File: config.mk
export PLATFORM = sky130hd
export DESIGN_NAME = wdt3_ctrl
export DESIGN_NICKNAME = d
export VERILOG_FILES = /design/src/rtl/wdt3_pkg.sv /design/src/rtl/wdt3_prescale.sv /design/src/rtl/wdt3_channel.sv /design/src/rtl/wdt3_pulse.sv /design/src/rtl/wdt3_ctrl.sv
export SDC_FILE = /design/constraint.sdc
export NUM_CORES = 1
export LEC_CHECK = 0
export BUFFER_PORTS_ARGS = -buffer_cell sky130_fd_sc_hd__buf_2
export CORE_MARGIN = 2
export CORE_UTILIZATION = 50
export DETAILED_ROUTE_END_ITERATION = 10
export PLACE_DENSITY = 0.67
export REMOVE_ABC_BUFFERS = 1
export SYNTH_ARGS = -nofsm -noshare
export SYNTH_HDL_FRONTEND = slang
export SYNTH_SLANG_ARGS = --single-unit
File: constraint.sdc
create_clock -name clk -period 6.5 [get_ports clk]
set_input_delay 0.325 -clock clk [delete_from_list [all_inputs] [get_ports clk]]
set_output_delay 0.325 -clock clk [all_outputs]
set_load 0.02 [all_outputs]
File: src/rtl/wdt3_pkg.sv
package wdt3_pkg;
  localparam int NUM_CH   = 3;
  localparam int CNT_W    = 16;
  localparam int MASK_W   = NUM_CH;

  // register selected inside a channel window (address bits 3:0)
  typedef enum logic [1:0] {
    SEL_COUNT  = 2'd0,
    SEL_LIMIT  = 2'd1,
    SEL_STATUS = 2'd2,
    SEL_NONE   = 2'd3
  } ch_sel_e;

  localparam logic [3:0] OFS_COUNT  = 4'h0;
  localparam logic [3:0] OFS_LIMIT  = 4'h4;
  localparam logic [3:0] OFS_STATUS = 4'h8;
  localparam logic [5:0] ADDR_MASK  = 6'h30;

  function automatic ch_sel_e decode_ofs(input logic [3:0] ofs);
    case (ofs)
      OFS_COUNT:  return SEL_COUNT;
      OFS_LIMIT:  return SEL_LIMIT;
      OFS_STATUS: return SEL_STATUS;
      default:    return SEL_NONE;
    endcase
  endfunction
endpackage

File: src/rtl/wdt3_prescale.sv
module wdt3_prescale #(
  parameter int DIV = 5_000_000
) (
  input  logic clk,
  input  logic rst_n,
  output logic tick
);
  generate
    if (DIV <= 1) begin : g_pass
      assign tick = 1'b1;
    end else begin : g_div
      localparam int PW = $clog2(DIV);
      localparam logic [PW-1:0] LAST = PW'(DIV - 1);
      logic [PW-1:0] phase_q;

      assign tick = (phase_q == LAST);

      always_ff @(posedge clk or negedge rst_n) begin
        if (!rst_n)    phase_q <= '0;
        else if (tick) phase_q <= '0;
        else           phase_q <= phase_q + 1'b1;
      end
    end
  endgenerate
endmodule

File: src/rtl/wdt3_channel.sv
module wdt3_channel #(
  parameter int CW = 16
) (
  input  logic          clk,
  input  logic          rst_n,
  input  logic          tick,
  input  logic          load,
  input  logic [CW-1:0] load_val,
  input  logic          reload,
  output logic [CW-1:0] count,
  output logic [CW-1:0] limit,
  output logic          running,
  output logic          expired,
  output logic          expire_evt
);
  localparam logic [CW-1:0] ONE = CW'(1);

  logic near_zero;
  assign near_zero  = (count[CW-1:1] == '0);
  // software access in the same cycle wins over the tick
  assign expire_evt = tick & running & ~load & ~reload & near_zero;

  always_ff @(posedge clk or negedge rst_n) begin
    if (!rst_n) begin
      count   <= ONE;
      limit   <= ONE;
      running <= 1'b0;
      expired <= 1'b0;
    end else if (load) begin
      limit   <= load_val;
      count   <= load_val;
      running <= 1'b1;
      expired <= 1'b0;
    end else if (reload) begin
      count   <= limit;
    end else if (expire_evt) begin
      count   <= '0;
      running <= 1'b0;
      expired <= 1'b1;
    end else if (tick && running) begin
      count   <= count - ONE;
    end
  end
endmodule

File: src/rtl/wdt3_pulse.sv
module wdt3_pulse #(
  parameter int LEN = 16
) (
  input  logic clk,
  input  logic rst_n,
  input  logic fire,
  output logic pulse
);
  localparam int LW = $clog2(LEN + 1);
  logic [LW-1:0] left_q;

  always_ff @(posedge clk or negedge rst_n) begin
    if (!rst_n)               left_q <= '0;
    else if (fire)            left_q <= LW'(LEN);
    else if (left_q != '0)    left_q <= left_q - 1'b1;
  end

  assign pulse = (left_q != '0);
endmodule

File: src/rtl/wdt3_ctrl.sv
module wdt3_ctrl
  import wdt3_pkg::*;
#(
  parameter int TICK_DIV  = 5_000_000,
  parameter int PULSE_LEN = 16
) (
  input  logic        clk,
  input  logic        rst_n,
  input  logic        bus_req,
  input  logic        bus_we,
  input  logic        bus_half,
  input  logic [5:0]  bus_addr,
  input  logic [15:0] bus_wdata,
  output logic [15:0] bus_rdata,
  output logic        bus_rvalid,
  output logic        irq_o,
  output logic        cpu_rst_o,
  output logic        board_rst_o
);
  logic              tick;
  logic [1:0]        win;
  ch_sel_e           sel;
  logic [CNT_W-1:0]  wr_val;
  logic [MASK_W-1:0] mask_q;
  logic              mask_wr;

  logic [NUM_CH-1:0] run_v, exp_v, evt_v, ld_v, rld_v;
  logic [CNT_W-1:0]  cnt_a [NUM_CH];
  logic [CNT_W-1:0]  lim_a [NUM_CH];
  logic [NUM_CH:1]   act_v;

  assign win     = bus_addr[5:4];
  assign sel     = decode_ofs(bus_addr[3:0]);
  assign wr_val  = bus_half ? bus_wdata : {8'h00, bus_wdata[7:0]};
  assign mask_wr = bus_req & bus_we & (bus_addr == ADDR_MASK);

  wdt3_prescale #(.DIV(TICK_DIV)) u_pre (
    .clk(clk), .rst_n(rst_n), .tick(tick)
  );

  generate
    for (genvar c = 0; c < NUM_CH; c++) begin : g_ch
      assign ld_v[c]  = bus_req & bus_we  & (win == 2'(c)) & (sel == SEL_LIMIT);
      assign rld_v[c] = bus_req & ~bus_we & (win == 2'(c)) & (sel == SEL_COUNT);

      wdt3_channel #(.CW(CNT_W)) u_ch (
        .clk(clk), .rst_n(rst_n), .tick(tick),
        .load(ld_v[c]), .load_val(wr_val), .reload(rld_v[c]),
        .count(cnt_a[c]), .limit(lim_a[c]),
        .running(run_v[c]), .expired(exp_v[c]), .expire_evt(evt_v[c])
      );
    end

    // channels above 0 act through a stretched reset pulse
    for (genvar k = 1; k < NUM_CH; k++) begin : g_act
      wdt3_pulse #(.LEN(PULSE_LEN)) u_pulse (
        .clk(clk), .rst_n(rst_n),
        .fire(evt_v[k] & ~mask_q[k]),
        .pulse(act_v[k])
      );
    end
  endgenerate

  always_ff @(posedge clk or negedge rst_n) begin
    if (!rst_n)       mask_q <= '0;
    else if (mask_wr) mask_q <= wr_val[MASK_W-1:0];
  end

  // read path
  logic [15:0] rd_word, rd_sized;
  always_comb begin
    rd_word = '0;
    if (bus_addr == ADDR_MASK) begin
      rd_word = {{(16-MASK_W){1'b0}}, mask_q};
    end else if (win < 2'(NUM_CH)) begin
      case (sel)
        SEL_COUNT:  rd_word = cnt_a[win];
        SEL_LIMIT:  rd_word = lim_a[win];
        SEL_STATUS: rd_word = {14'h0, exp_v[win], run_v[win]};
        default:    rd_word = '0;
      endcase
    end
    rd_sized = bus_half ? rd_word : {8'h00, rd_word[7:0]};
  end

  always_ff @(posedge clk or negedge rst_n) begin
    if (!rst_n) begin
      bus_rdata  <= '0;
      bus_rvalid <= 1'b0;
    end else begin
      bus_rvalid <= bus_req & ~bus_we;
      if (bus_req && !bus_we) bus_rdata <= rd_sized;
    end
  end

  assign irq_o       = exp_v[0] & ~mask_q[0];
  assign cpu_rst_o   = act_v[1];
  assign board_rst_o = act_v[2];
endmodule

==> After elaboration in Yosys (flattened, before gate mapping) <==
Index checks and enable logic that the tools add are counted.
{ "op_classes": {"n_addsub": 6, "multipliers": 0, "n_div": 0, "order_cmp": 3, "eq_ne": 11, "shifts": 0, "mux": 51, "bitwise_logic": 41, "n_reduce_logical": 24} }
{ "op_table": {"columns": ["cell", "n"], "rows": [
  ["$mux 16", 20],
  ["$bmux 16 s2", 2],
  ["$pmux 16 s3", 1],
  ["$sub 16x1->16 const B", 3],
  ["$logic_not 15->1", 3],
  ["$and 1x1->1", 30],
  ["$add 23x1->23 const B", 1],
  ["$eq 23x23->1 const B", 1],
  ["$mux 23", 1],
  ["$mux 1", 20],
  ["$mux 5", 4],
  ["$reduce_bool 4->1", 3],
  ["$not 1->1", 10],
  ["$reduce_bool 2->1", 5],
  ["$reduce_bool 5->1", 2],
  ["$sub 5x1->5 const B", 2],
  ["$eq 6x6->1 const B", 1],
  ["$ne 2x1->1 const B", 3],
  ["$pmux 2 s3", 1],
  ["$reduce_and 2->1", 3],
  ["$bmux 1 s2", 2],
  ["$eq 2x1->1 const B", 2],
  ["$eq 2x2->1 const B", 2],
  ["$eq 4x3->1 const B", 1],
  ["other kinds (9)", 13]
]} }
{ "totals": {"regBits": 155, "latch_bits": 0, "mem_bits_rw": 0, "rom_bits": 0, "in_bits": 27, "output_inout_bits": 20, "word_cells": 154, "mem_count": 0} }

==> Logic depth before layout (Yosys ltp) <==
{ "logic_depth": {"depth_word": 11, "mapped_depth": 9, "depth_no_buf": 8} }

==> Hierarchy <==
From an unflattened synthesis, not the netlist that was laid out.
{ "hier_totals": {"hier_cells": 850, "area_unflattened_um2": 8809.7} }
{ "by_module_without_submodules": {"columns": ["module", "n_inst", "cells_each", "area_each_um2"], "rows": [
  ["wdt3_channel", 3, 154, 1716.6],
  ["wdt3_ctrl", 1, 230, 1978.1],
  ["wdt3_prescale", 1, 108, 1158.6],
  ["wdt3_pulse", 2, 25, 261.5]
]} }

==> Worst setup path after synthesis <==
No wires, ideal clock.
{ "synth_path": {"path_kind": "register -> register", "from": "register u_pre.g_div.phase_q[7]", "to": "register g_ch[2].u_ch.count[8]", "setup_time_ps": 66, "t_arrival_ps": 2272, "slack_ps": 4162, "stages_incl_launch_ff": 7, "n_path_buf": 0, "period_less_slack_ps": 2338, "cell_sequence": "dfrtp_1 -> or4b_4 -> nor4_4 -> nand4_2 -> or3_4 -> or4_1 -> nand2_1"} }
{ "synth_via": {"elab_chain_cells": 8, "elab_cells_between_ends": 10, "cone_classes": "eq/ne: 1; mux: 3; bitwise: 4; reduce/logical: 2"} }
{ "synth_lines": {"columns": ["item", "line", "source"], "rows": [
  ["from (decl)", "wdt3_prescale.sv:14", "logic [PW-1:0] phase_q;"],
  ["from (signal assigned)", "wdt3_prescale.sv:21", "else phase_q <= phase_q + 1'b1;"],
  ["$eq 23x23->1 *", "wdt3_prescale.sv:16", "assign tick = (phase_q == LAST);"],
  ["$and 1x1->1 (4 in series)", "wdt3_channel.sv:21", "assign expire_evt = tick & running & ~load & ~reload & near_zero;"],
  ["$mux 16", "wdt3_channel.sv:36", "end else if (expire_evt) begin"],
  ["$mux 16", "wdt3_channel.sv:34", "end else if (reload) begin"],
  ["$mux 16", "wdt3_channel.sv:29", "end else if (load) begin"],
  ["to (signal assigned)", "wdt3_channel.sv:31", "count <= load_val;"],
  ["to (signal assigned)", "wdt3_channel.sv:35", "count <= limit;"],
  ["to (signal assigned)", "wdt3_channel.sv:41", "count <= count - ONE;"],
  ["to (decl)", "wdt3_channel.sv:10", "output logic [CW-1:0] count,"]
]} }
Mark *: on every way between the ends. The rest lies on a longest branch, timed or not.
A chain may end at the register's enable or synchronous reset.

==> Worst setup path in the final report <==
{ "layout_path": {"from": "register u_pre.g_div.phase_q[0]", "to": "register g_ch[0].u_ch.count[6]"} }
{ "layout_via": {"elab_chain_cells": 8, "elab_cells_between_ends": 10, "cone_classes": "eq/ne: 1; mux: 3; bitwise: 4; reduce/logical: 2"} }
{ "layout_lines": {"columns": ["item", "line"], "rows": [
  ["$eq 23x23->1 *", "wdt3_prescale.sv:16"],
  ["$and 1x1->1 (4 in series)", "wdt3_channel.sv:21"],
  ["$mux 16", "wdt3_channel.sv:36"],
  ["$mux 16", "wdt3_channel.sv:34"],
  ["$mux 16", "wdt3_channel.sv:29"],
  ["to (signal assigned)", "wdt3_channel.sv:31"],
  ["to (signal assigned)", "wdt3_channel.sv:35"],
  ["to (signal assigned)", "wdt3_channel.sv:41"],
  ["to (decl)", "wdt3_channel.sv:10"]
]} }
Marked as above.

==> metrics.txt <==
# TYPE chip_impl_metric gauge
chip_impl_info{name="result_of_the_run",value="complete, no violations"} 1
chip_impl_metric{name="internal_power",unit="uW"} 1780
chip_impl_metric{name="power_density",unit="mW/mm2"} 250
chip_impl_info{name="synthMostInstantiatedCell",value="nand2_1"} 1
chip_impl_info{name="synth.top_cells.by_count",value="nand2_1, dfrtp_1, o21ai_0, nor2_1, a21oi_1"} 1
chip_impl_metric{name="routed_vias",unit=""} 8128
chip_impl_metric{name="yosys_warning_total",unit=""} 0
chip_impl_metric{name="final-setup-viol-count",unit=""} 0
chip_impl_metric{name="grt_pass1_wl",unit="um"} 42200
chip_impl_metric{name="fmaxAchievable",unit="MHz"} 316
chip_impl_info{name="tritoncts",value="yes"} 1
chip_impl_metric{name="antennaDiodeCount",unit=""} 0
chip_impl_metric{name="crit_path_max_fanout",unit=""} 9
chip_impl_metric{name="wl_per_cell",unit="um"} 20.7
chip_impl_metric{name="grt_usage",unit="%"} 30.0
chip_impl_metric{name="setup.reg_to_reg.worst_slack",unit="ns"} 3.34
chip_impl_metric{name="grt_overflow",unit=""} 0
chip_impl_metric{name="period_share",unit="%"} 48.7
chip_impl_metric{name="area_delta_synth_final",unit="%"} 12.5
chip_impl_metric{name="floorplan.die_area",unit="mm2"} 0.0185
chip_impl_metric{name="hold_depth",unit=""} 3
chip_impl_metric{name="synthesis.area_per_instance",unit="um2"} 8.53
chip_impl_metric{name="drt_iter0_drc",unit=""} 979
chip_impl_metric{name="worst-slew-pin-transition",unit="ns"} 1.23
chip_impl_metric{name="via_per_inst",unit=""} 6.31
chip_impl_metric{name="number_of_buffers_added_by_the_clock_tree_synthesis_step",unit=""} 17
chip_impl_info{name="critical_path.endpoint_type",value="register"} 1
chip_impl_metric{name="syn_area",unit="mm2"} 0.00871
chip_impl_info{name="synth.top_cells.by_area",value="dfrtp_1, nand2_1, o21ai_0"} 1
chip_impl_metric{name="p_comb_share",unit="%"} 9.9
chip_impl_metric{name="maxSlewHeadroom",unit="%"} 16.7
chip_impl_metric{name="sw_ratio",unit="%"} 27.3
chip_impl_info{name="synth_top_area_cell",value="dfrtp_1"} 1
chip_impl_metric{name="worstPathRequired",unit="ns"} 6.84
chip_impl_metric{name="postCtsSetupBuffers",unit=""} 0
chip_impl_info{name="critical_path.reg2reg.startpoint",value="u_pre.g_div.phase_q[0]$_DFF_PN0_"} 1
chip_impl_metric{name="clkLatencyLatePin",unit="ns"} 0.44
chip_impl_metric{name="fp.dieW",unit="um"} 136
chip_impl_info{name="holdPathEnd",value="g_ch[2].u_ch.limit[3]$_DFFE_PN0P_"} 1
chip_impl_info{name="cp_slowest_cell",value="nor4_2"} 1
chip_impl_metric{name="antenna_violations_before_repair",unit=""} 0
chip_impl_metric{name="synth_top_area_share",unit="%"} 42.8
chip_impl_metric{name="syn_inst",unit=""} 1021
chip_impl_metric{name="synthArstFlopShare",unit="%"} 100
chip_impl_info{name="critical-path-top-delay-family",value="simple AND/OR/NAND/NOR gates"} 1
chip_impl_metric{name="critical_path.max_stage_delay",unit="ns"} 0.70
chip_impl_metric{name="cts_repair_resizes",unit=""} 0
chip_impl_metric{name="fillCellCount",unit=""} 1597
chip_impl_info{name="worstHoldStart",value="bus_wdata[3]"} 1
chip_impl_metric{name="hold_viol",unit=""} 0
chip_impl_metric{name="pwr-share-clk",unit="%"} 44.2
chip_impl_info{name="criticalPathCategory",value="reg -> reg"} 1
chip_impl_metric{name="arrival",unit="ns"} 3.51
chip_impl_metric{name="cts.path.max_buffers",unit=""} 2
chip_impl_metric{name="via_count_of_the_first_global_routing_pass",unit=""} 7614
chip_impl_metric{name="floorplan.initialDensity",unit="%"} 50.7
chip_impl_metric{name="first_pass_iters",unit=""} 7
chip_impl_metric{name="timing.final.max_slew_violations",unit=""} 0
chip_impl_metric{name="worstPathBufferInverterCount",unit=""} 0
chip_impl_info{name="rsz0062_at_grt",value="false"} 1
chip_impl_metric{name="worst_r2r_path_depth",unit=""} 7
chip_impl_metric{name="seqPwrFrac",unit="%"} 45.9
chip_impl_metric{name="report.power.total",unit="uW"} 2450
chip_impl_metric{name="fin_skew",unit="ns"} 0.0102
chip_impl_metric{name="finalWirelength",unit="um"} 26700
chip_impl_metric{name="worst_slack",unit="ns"} 3.34
chip_impl_metric{name="dp_hpwl",unit="um"} 18800
chip_impl_metric{name="vdd_drop_max",unit="V"} 0.000202
chip_impl_info{name="clock_tree.root_cell",value="clkbuf_16"} 1
chip_impl_metric{name="power.net_switching",unit="uW"} 670
chip_impl_metric{name="fin_crit",unit="ns"} 3.16
chip_impl_metric{name="power.leakage",unit="uW"} 0.00414
chip_impl_metric{name="antenna_violating_nets_remaining",unit=""} 0
chip_impl_metric{name="die_h",unit="um"} 136
chip_impl_metric{name="pre_cts_slack",unit="ns"} 3.34
chip_impl_metric{name="cts_sinks",unit=""} 155
chip_impl_info{name="critical_path.cell_chain",value="ha_1, nand2_1, nor4_2, nand4_1, nor2_1, o21ai_1, o31ai_1"} 1
chip_impl_metric{name="synth_edf_count",unit=""} 0
chip_impl_metric{name="finalNetCount",unit=""} 1086
chip_impl_info{name="crit_path_start_kind",value="register"} 1
chip_impl_metric{name="seq_area_frac_synth",unit="%"} 44.6
chip_impl_metric{name="path_clk_slew",unit="ns"} 0.07
chip_impl_metric{name="synthDistinctLibCells",unit=""} 69
chip_impl_metric{name="drive_gt1_share",unit="%"} 11.4
chip_impl_metric{name="placement_rows",unit=""} 48
chip_impl_info{name="ys.flop_type",value="dfrtp_1"} 1
chip_impl_metric{name="io-pin-count",unit=""} 47
chip_impl_info{name="reg2reg_to",value="g_ch[0].u_ch.count[6]$_DFFE_PN0P_"} 1
chip_impl_metric{name="cts-htree-levels",unit=""} 4
chip_impl_metric{name="yosys_register_bits",unit=""} 155
chip_impl_metric{name="final.setup.tns",unit="ns"} 0
chip_impl_metric{name="placeableCoreArea",unit="mm2"} 0.0172
chip_impl_metric{name="max_cap_violations",unit=""} 0
chip_impl_metric{name="rd_place_congestion",unit=""} 1.01
chip_impl_metric{name="grt_max_degree",unit=""} 83
chip_impl_info{name="min-delay-path-class",value="in -> reg"} 1
chip_impl_metric{name="drc",unit=""} 0
chip_impl_metric{name="port-buffer-count",unit=""} 46
registers in the layout (all words and copies together), names as in the netlist:
register              count
g_ch.u_ch.count          48
g_ch.u_ch.limit          48
u_pre.g_div.phase_q      23
bus_rdata                16
g_act.u_pulse.left_q     10
g_ch.u_ch.expired         3
g_ch.u_ch.running         3
mask_q                    3
bus_rvalid                1
how the worst max path moves through the flow:
stage                                     start  cells after the start  slack, ns                                  to
3_3_place_gp                        bus_addr[3]                      8       3.34   g_ch[0].u_ch.count[8]$_DFFE_PN0P_
6_report       u_pre.g_div.phase_q[0]$_DFF_PN0_                      7       3.34   g_ch[0].u_ch.count[6]$_DFFE_PN0P_
2_1_floorplan                       bus_addr[5]                      4       3.42   g_ch[2].u_ch.count[1]$_DFFE_PN0P_
5_1_grt        u_pre.g_div.phase_q[0]$_DFF_PN0_                      7       3.12   g_ch[0].u_ch.count[6]$_DFFE_PN0P_
3_5_place_dp                             bus_we                      9       3.34  g_ch[2].u_ch.count[13]$_DFFE_PN0P_
4_1_cts        u_pre.g_div.phase_q[0]$_DFF_PN0_                      7       3.41   g_ch[0].u_ch.count[6]$_DFFE_PN0P_
cells in the final DEF (no fill, tap or decap), drive strengths merged, types with 24 or more instances in the layout:
master,count
nand2,198
dfrtp,149
o21ai,115
nor2,88
buf,61
a21oi,55
a22oi,37
mux2i,34
nand3,24
nor3,24
through the flow:
stage	hold WS, ns	utilization, %	std cells	instance area, um2
after floorplan	0.0294	-	970	8520
after global placement	0.429	53.3	1256	9160
after detailed placement	0.435	53.3	1256	9160
after CTS	0.170	57.1	1289	9800
after global routing	0.180	57.1	1289	9800
final	0.180	57.1	1289	9800
area by class of cell:
type	instances	area (um2)	share of cell area (%)
flip-flops and latches	155	3890	39.6
multi-input cells	795	4570	46.6
repair buffers	62	359	3.66
clock buffers	20	447	4.56
inverters	20	75.1	0.766
clock inverters	12	188	1.91
well taps	225	282	2.87
power by group through the flow:
stage / Sequential, uW / Clock, uW / Combinational (uW)
6_report: 1130 / 1080 / 243
5_1_grt: 1130 / 1130 / 269
3_5_place_dp: 1140 / 0 / 239
3_3_place_gp: 1140 / 0 / 235
4_1_cts: 1120 / 1090 / 241
2_1_floorplan: 1110 / 0 / 141
tightest hold or removal path, cell delays in order:
cell	delay, ns
buf_2	0.15
nand2_1	0.06
nand2_1	0.04
layer usage:
| layer | vias to the layer above | global-route usage, % | part of all wire [%] |
|---|---|---|---|
| met5 | - | 0 | 0 |
| met4 | 0 | 13.0 | 3.5 |
| met3 | 54 | 4.10 | 7.1 |
| met2 | 383 | 46.1 | 46 |
| met1 | 3936 | 42.4 | 44 |
| li1 | 3755 | - | - |
kinds of logic (layout without fill, tap and decap cells):
group / Yosys count / after routing / share of synthesized area [%]
and+or+nand+nor: 426 / 426 / 23.2
AOI/OAI and AO/OA: 298 / 298 / 21.0
DFF: 155 / 155 / 44.6
buffers and inverters: 71 / 114 / 3.12
muxes: 38 / 38 / 4.42
xor gates and xnor gates: 25 / 25 / 2.51
adders and majority gates: 8 / 8 / 1.15
repair_timing:
item	4_1_cts	5_1_grt
endpoints found under the setup margin	0	0
hold endpoints to repair	80	0
hold buffers	1	0
Power figures use the tool's default switching activity.
